===== src/rtl/adc_regs_pkg.sv =====
package adc_regs_pkg;
   // word addresses of the register map
   localparam int A_CTRL   = 0;
   localparam int A_GLOBAL = 1;
   localparam int A_INTEN  = 2;
   localparam int A_STATUS = 3;
   localparam int A_CHAN0  = 4;

   // build a result word: flags at the top, channel at 26:24, value at 15:6
   function automatic logic [31:0] pack_result(input logic       done,
                                                input logic       ovr,
                                                input logic [2:0] chan,
                                                input logic [9:0] val);
      return {done, ovr, 3'b000, chan, 8'h00, val, 6'b000000};
   endfunction
endpackage


===== src/rtl/adc_flag_slot.sv =====
module adc_flag_slot #(
   parameter int RES_W = 10,
   parameter int CH_W  = 3
) (
   input  logic             clk,
   input  logic             rst_n,
   input  logic             cap,
   input  logic [CH_W-1:0]  cap_ch,
   input  logic [RES_W-1:0] cap_val,
   input  logic             burst,
   input  logic             clr,
   output logic             done,
   output logic             ovr,
   output logic [RES_W-1:0] val,
   output logic [CH_W-1:0]  ch
);
   always_ff @(posedge clk or negedge rst_n) begin
      if (!rst_n) begin
         done <= 1'b0;
         ovr  <= 1'b0;
         val  <= '0;
         ch   <= '0;
      end else if (cap) begin
         // a capture wins over a clear in the same cycle
         val  <= cap_val;
         ch   <= cap_ch;
         done <= 1'b1;
         if (burst && done && !clr) ovr <= 1'b1;
         else if (clr)              ovr <= 1'b0;
      end else if (clr) begin
         done <= 1'b0;
         ovr  <= 1'b0;
      end
   end
endmodule


===== src/rtl/adc_irq_gen.sv =====
module adc_irq_gen #(
   parameter int NUM_CH = 8
) (
   input  logic              clk,
   input  logic              rst_n,
   input  logic [NUM_CH-1:0] done,
   input  logic [NUM_CH-1:0] en,
   output logic              pending,
   output logic              irq
);
   assign pending = |(done & en);

   always_ff @(posedge clk or negedge rst_n) begin
      if (!rst_n) irq <= 1'b0;
      else        irq <= pending;
   end
endmodule


===== src/rtl/adc_result_regs.sv =====
module adc_result_regs
   import adc_regs_pkg::*;
#(
   parameter int NUM_CH = 8,
   parameter int RES_W  = 10,
   parameter int ADDR_W = 4,
   localparam int CH_W  = (NUM_CH > 1) ? $clog2(NUM_CH) : 1,
   localparam int SHIFT = 10 - RES_W
) (
   input  logic              clk,
   input  logic              rst_n,
   input  logic              conv_valid,
   input  logic [CH_W-1:0]   conv_ch,
   input  logic [RES_W-1:0]  conv_data,
   input  logic [ADDR_W-1:0] bus_addr,
   input  logic              bus_rd,
   input  logic              bus_wr,
   input  logic [NUM_CH-1:0] bus_wdata,
   output logic [31:0]       bus_rdata,
   output logic              irq
);
   initial begin
      assert (NUM_CH >= 2 && NUM_CH <= 8) else $error("NUM_CH must be 2..8");
      assert (RES_W >= 1 && RES_W <= 10) else $error("RES_W must be 1..10");
      assert (A_CHAN0 + NUM_CH <= (1 << ADDR_W)) else $error("ADDR_W too small");
   end

   logic              burst_en;
   logic [NUM_CH-1:0] int_en;
   logic [NUM_CH-1:0] ch_done, ch_ovr, ch_cap, ch_clr;
   logic [31:0]       chan_word [NUM_CH];
   logic              g_done, g_ovr, g_clr, irq_pending;
   logic [RES_W-1:0]  g_val;
   logic [CH_W-1:0]   g_ch;
   logic [ADDR_W-1:0] rd_idx;

   wire wr_ctrl  = bus_wr && (bus_addr == ADDR_W'(A_CTRL));
   wire wr_inten = bus_wr && (bus_addr == ADDR_W'(A_INTEN));

   always_ff @(posedge clk or negedge rst_n) begin
      if (!rst_n) begin
         burst_en <= 1'b0;
         int_en   <= '0;
      end else begin
         if (wr_ctrl)  burst_en <= bus_wdata[0];
         if (wr_inten) int_en   <= bus_wdata;
      end
   end

   // one slot per channel
   for (genvar k = 0; k < NUM_CH; k++) begin : g_chan
      logic [RES_W-1:0] val_k;
      logic [CH_W-1:0]  id_k;
      assign ch_cap[k] = conv_valid && (conv_ch == CH_W'(k));
      assign ch_clr[k] = bus_rd && (bus_addr == ADDR_W'(A_CHAN0 + k));
      adc_flag_slot #(.RES_W(RES_W), .CH_W(CH_W)) u_slot (
         .clk(clk), .rst_n(rst_n), .cap(ch_cap[k]), .cap_ch(conv_ch),
         .cap_val(conv_data), .burst(burst_en), .clr(ch_clr[k]),
         .done(ch_done[k]), .ovr(ch_ovr[k]), .val(val_k), .ch(id_k));
      assign chan_word[k] = pack_result(ch_done[k], ch_ovr[k], 3'(id_k),
                                        10'(val_k) << SHIFT);
   end

   // shared latest-result slot
   assign g_clr = (bus_rd && (bus_addr == ADDR_W'(A_GLOBAL))) || wr_ctrl;
   adc_flag_slot #(.RES_W(RES_W), .CH_W(CH_W)) u_global (
      .clk(clk), .rst_n(rst_n), .cap(conv_valid), .cap_ch(conv_ch),
      .cap_val(conv_data), .burst(burst_en), .clr(g_clr),
      .done(g_done), .ovr(g_ovr), .val(g_val), .ch(g_ch));

   adc_irq_gen #(.NUM_CH(NUM_CH)) u_irq (
      .clk(clk), .rst_n(rst_n), .done(ch_done), .en(int_en),
      .pending(irq_pending), .irq(irq));

   always_comb begin
      bus_rdata = '0;
      rd_idx    = bus_addr - ADDR_W'(A_CHAN0);
      if (bus_addr == ADDR_W'(A_CTRL))
         bus_rdata = {31'b0, burst_en};
      else if (bus_addr == ADDR_W'(A_GLOBAL))
         bus_rdata = pack_result(g_done, g_ovr, 3'(g_ch), 10'(g_val) << SHIFT);
      else if (bus_addr == ADDR_W'(A_INTEN))
         bus_rdata = 32'(int_en);
      else if (bus_addr == ADDR_W'(A_STATUS))
         bus_rdata = {15'b0, irq_pending, 8'(ch_ovr), 8'(ch_done)};
      else if (bus_addr >= ADDR_W'(A_CHAN0) && rd_idx < ADDR_W'(NUM_CH))
         bus_rdata = chan_word[rd_idx[CH_W-1:0]];
   end
endmodule


===== config.mk =====
export PLATFORM = sky130hd
export DESIGN_NAME = adc_result_regs
export DESIGN_NICKNAME = d
export VERILOG_FILES = /design/src/rtl/adc_regs_pkg.sv /design/src/rtl/adc_flag_slot.sv /design/src/rtl/adc_irq_gen.sv /design/src/rtl/adc_result_regs.sv
export SDC_FILE = /design/constraint.sdc
export NUM_CORES = 1
export LEC_CHECK = 0
export ABC_AREA = 1
export BUFFER_PORTS_ARGS = -buffer_cell sky130_fd_sc_hd__buf_2
export CAP_MARGIN = 20
export CORE_ASPECT_RATIO = 1.4
export CORE_MARGIN = 2
export CORE_UTILIZATION = 60
export DETAILED_ROUTE_END_ITERATION = 10
export PLACE_DENSITY = 0.88
export SYNTH_ARGS = -nofsm -noshare
export SYNTH_HDL_FRONTEND = slang
export SYNTH_SLANG_ARGS = --single-unit

===== constraint.sdc =====
create_clock -name clk -period 1.7 [get_ports clk]
set_input_delay 0.17 -clock clk [delete_from_list [all_inputs] [get_ports clk]]
set_output_delay 0.17 -clock clk [all_outputs]
set_load 0.005 [all_outputs]

==> impl_metrics.ini <==
[flow_run]
max_cap_viol_count = 0

[routing]
drt-initial-drc-count = 1026
via_per_inst = 5.98
route.detailed.wl_per_inst_um = 18.9
vias = 6765
drt_pre_antenna_iters = 6
number_of_antenna_violating_nets_in_the_routed_design = 0
detail_route.wirelength_mm = 21.4
drc = 0

[sta]
fin_worst_skew_ns = 0.00637
timing_max_transition_violations_final = 0
setup-tns-final_ns = -0.777
fmax_ghz = 0.532
grt_setup_unrepaired = true
hold_ws_ns = 0.00509
final_hold_viol_count = 0
setup_ws_ns = -0.180
final.period_utilization = 1.11
setup_viol = 10
finalWorstPathRequiredPeriod_ns = 1.88

[floorplan]
die_height_um = 132
dieWidth_um = 95.1
io-pin-count = 63
floorplan.die_area_um2 = 12500
initial_core_util = 0.615
coreArea_um2 = 11300
rows = 46

[critical_path]
timing.critical_path.to_type = output pin
cp-endpoint = bus_rdata[15]
regToRegStartpoint = burst_en
ff2ff_setup_slack_ns = 0.46
r2r_cells = 2
critical-path-top-cell-by-count = sky130_fd_sc_hd__nand2_1
stage_delay_of_the_slowest_cell_on_the_critical_path_ns = 0.36
crit_path_top_delay_cell = sky130_fd_sc_hd__dfrtp_1
worst_reg2reg_endpoint = g_chan[0].u_slot.ovr
arrival_ns = 1.71
first_element_of_the_critical_path = g_chan[1].u_slot.val[9]
setup.worst_path.start_class = flop
path_cells = nand2_1 > nand2_1 > nand2_1 > nand3_2 > nand3_1 > nand2_1 > nand2_1 > a21oi_1 > buf_2
crit_path_max_fanout = 2
worst-setup-path-type = reg2out
worst-endpoint-required_ns = 1.53

[yosys]
synth_seq_cells = 145
synth.yosys.seq_area_share = 0.520
synth_enable_flop_cells = 0
prevailing_post_synth_register_cell = sky130_fd_sc_hd__dfrtp_1
synth_top_cells_by_count = sky130_fd_sc_hd__nand2_1, sky130_fd_sc_hd__dfrtp_1, sky130_fd_sc_hd__o21ai_0
syn-cell-area_um2 = 6970
yosys_warnings = 0
postSynthCellCount = 881
synth_top_cell_by_area = sky130_fd_sc_hd__dfrtp_1
async_reset_ff_frac = 1.00
synth_area_per_inst_um2 = 7.91
yosys.cell_count.top_type = sky130_fd_sc_hd__nand2_1
leading_cell_types_by_total_area_after_synthesis = sky130_fd_sc_hd__dfrtp_1, sky130_fd_sc_hd__nand2_1, sky130_fd_sc_hd__o21ai_0, sky130_fd_sc_hd__inv_1, sky130_fd_sc_hd__nand3_1
yosysUniqueCellTypes = 36
post-synth-top-area-fraction = 0.520

[min_path]
min-delay-start = bus_wdata[7]
hold_path_class = in2reg

[placement]
detailedPlacementHpwl_mm = 12.8
place.gp.congestion = 0.953
cell_area_placed_um2 = 7500
buffer_ports.inserted = 52

[power]
power.leakage_uw = 0.00438
max-vdd-ir-drop_uv = 656
power_density_nw_per_um2 = 1170
total_power_uw = 10000

[global_routing]
antenna_found_initial = 0
overflow = 0
grt_pass1_vias = 6349
grt_start_max_net_pins = 54
grtUsageTotal = 0.331
grt_first_pass_wirelength_mm = 31.7

[clock_tree]
clock_sink_count = 145
clkTransAtPathRegs_ns = 0.07
clk_root_buffer_cell = sky130_fd_sc_hd__clkbuf_16
clock_path_buffers = 2
clock_tree_from_tritoncts = done
cts_htree_levels = 4
cts-buffers-inserted = 17
clock_latency_ns = 0.43

[final_layout]
antennaDiodeCount = 0
area_growth_syn_to_layout_pct = 23.1
drive_gt1_frac = 0.229
layout.cell_area.non_filler_um2 = 8580
layout.nets = 1008

[run_status]
violations = setup timing
outcome = finished with violations
[kinds of logic after synthesis]
family,synth area share
AND/OR/NAND/NOR,0.268
AO/OA/AOI/OAI,0.119
flip-flops,0.520
buffers and inverters,0.0765
multiplexers,0.0102
adder cells (fa/ha/maj),0.00538
other,0.000538
[registers in the layout (all words and copies together), names as in the netlist, 3 cells and up]
register	flops
g_chan.u_slot.done	8
g_chan.u_slot.ch	24
u_global.val	10
u_global.ch	3
g_chan.u_slot.val	80
int_en	8
g_chan.u_slot.ovr	8
[worst min path at each step]
stage                      to  slack (ns)  cells after the start
floorplan            burst_en       -0.13                      0
global placement    int_en[3]        0.12                      1
detailed placement  int_en[2]        0.12                      1
CTS                 int_en[7]       0.004                      2
global route        int_en[7]      -0.003                      2
finish              int_en[7]       0.005                      2
[stage by stage]
step	setup slack (ns)	utilization	cells
4_1_cts	-0.0224	0.730	1112
2_1_floorplan	0.0420	-	890
3_5_place_dp	0.0288	0.662	1069
6_report	-0.180	0.757	1132
3_3_place_gp	0.0720	0.662	1069
5_1_grt	-0.310	0.757	1132
[layout by cell type (no fill, tap or decap), types with 4 or more instances in the layout]
cell type,Yosys,layout
sky130_fd_sc_hd__nand2_1,367,356
sky130_fd_sc_hd__dfrtp_1,145,145
sky130_fd_sc_hd__o21ai_0,110,110
sky130_fd_sc_hd__inv_1,59,53
sky130_fd_sc_hd__buf_2,9,50
sky130_fd_sc_hd__buf_4,16,48
sky130_fd_sc_hd__nor2_1,25,24
sky130_fd_sc_hd__nand3_2,0,23
sky130_fd_sc_hd__clkbuf_16,0,17
sky130_fd_sc_hd__nand3_1,38,15
sky130_fd_sc_hd__nand2_2,3,14
sky130_fd_sc_hd__inv_2,9,12
sky130_fd_sc_hd__a21oi_1,15,11
sky130_fd_sc_hd__or2_2,10,10
sky130_fd_sc_hd__conb_1,1,10
sky130_fd_sc_hd__o31ai_1,7,7
sky130_fd_sc_hd__clkinv_4,0,7
sky130_fd_sc_hd__dlygate4sd3_1,0,7
sky130_fd_sc_hd__buf_12,0,7
sky130_fd_sc_hd__nand4_1,5,5
sky130_fd_sc_hd__nor2_4,3,4
sky130_fd_sc_hd__clkinvlp_4,0,4
sky130_fd_sc_hd__a21oi_2,0,4
sky130_fd_sc_hd__mux2_4,4,4
[metal layers]
| metal | up-vias | share of wire | GRT usage |
|---|---|---|---|
| li1 | 2981 | - | - |
| met5 | - | 0 | 0 |
| met4 | 0 | 0.060 | 0.180 |
| met1 | 3184 | 0.34 | 0.389 |
| met3 | 130 | 0.092 | 0.0797 |
| met2 | 470 | 0.50 | 0.547 |
[repair_timing]
item	4_1_cts	5_1_grt
hold endpoints to repair	48	0
setup buffers	4	19
setup endpoints to repair	11	25
gates cloned	0	1
gates resized for setup	20	41
pin swaps	15	29
hold buffers	7	0
[critical path: cells and delay by family (launching register included)]
family          cells  cell delay (ns)
compound gates      1             0.21
simple gates        7             0.53
buf+inv             1             0.17
flops               1             0.36
[layout make-up]
cell class	instances	area, µm²
flip-flops and latches	145	3630
multi-input cells	626	3040
fillers	716	2760
repair buffers	115	855
clock buffers	18	439
inverters	69	270
well taps	144	180
clock inverters	14	156
repair inverters	1	7.51
[power by group]
| group | internal, µW | switching (µW) |
|---|---|---|
| clock network | 2220 | 1540 |
| registers | 4020 | 421 |
| logic | 757 | 1090 |
| total | 6990 | 3050 |
(Power assumes the default switching activity.)
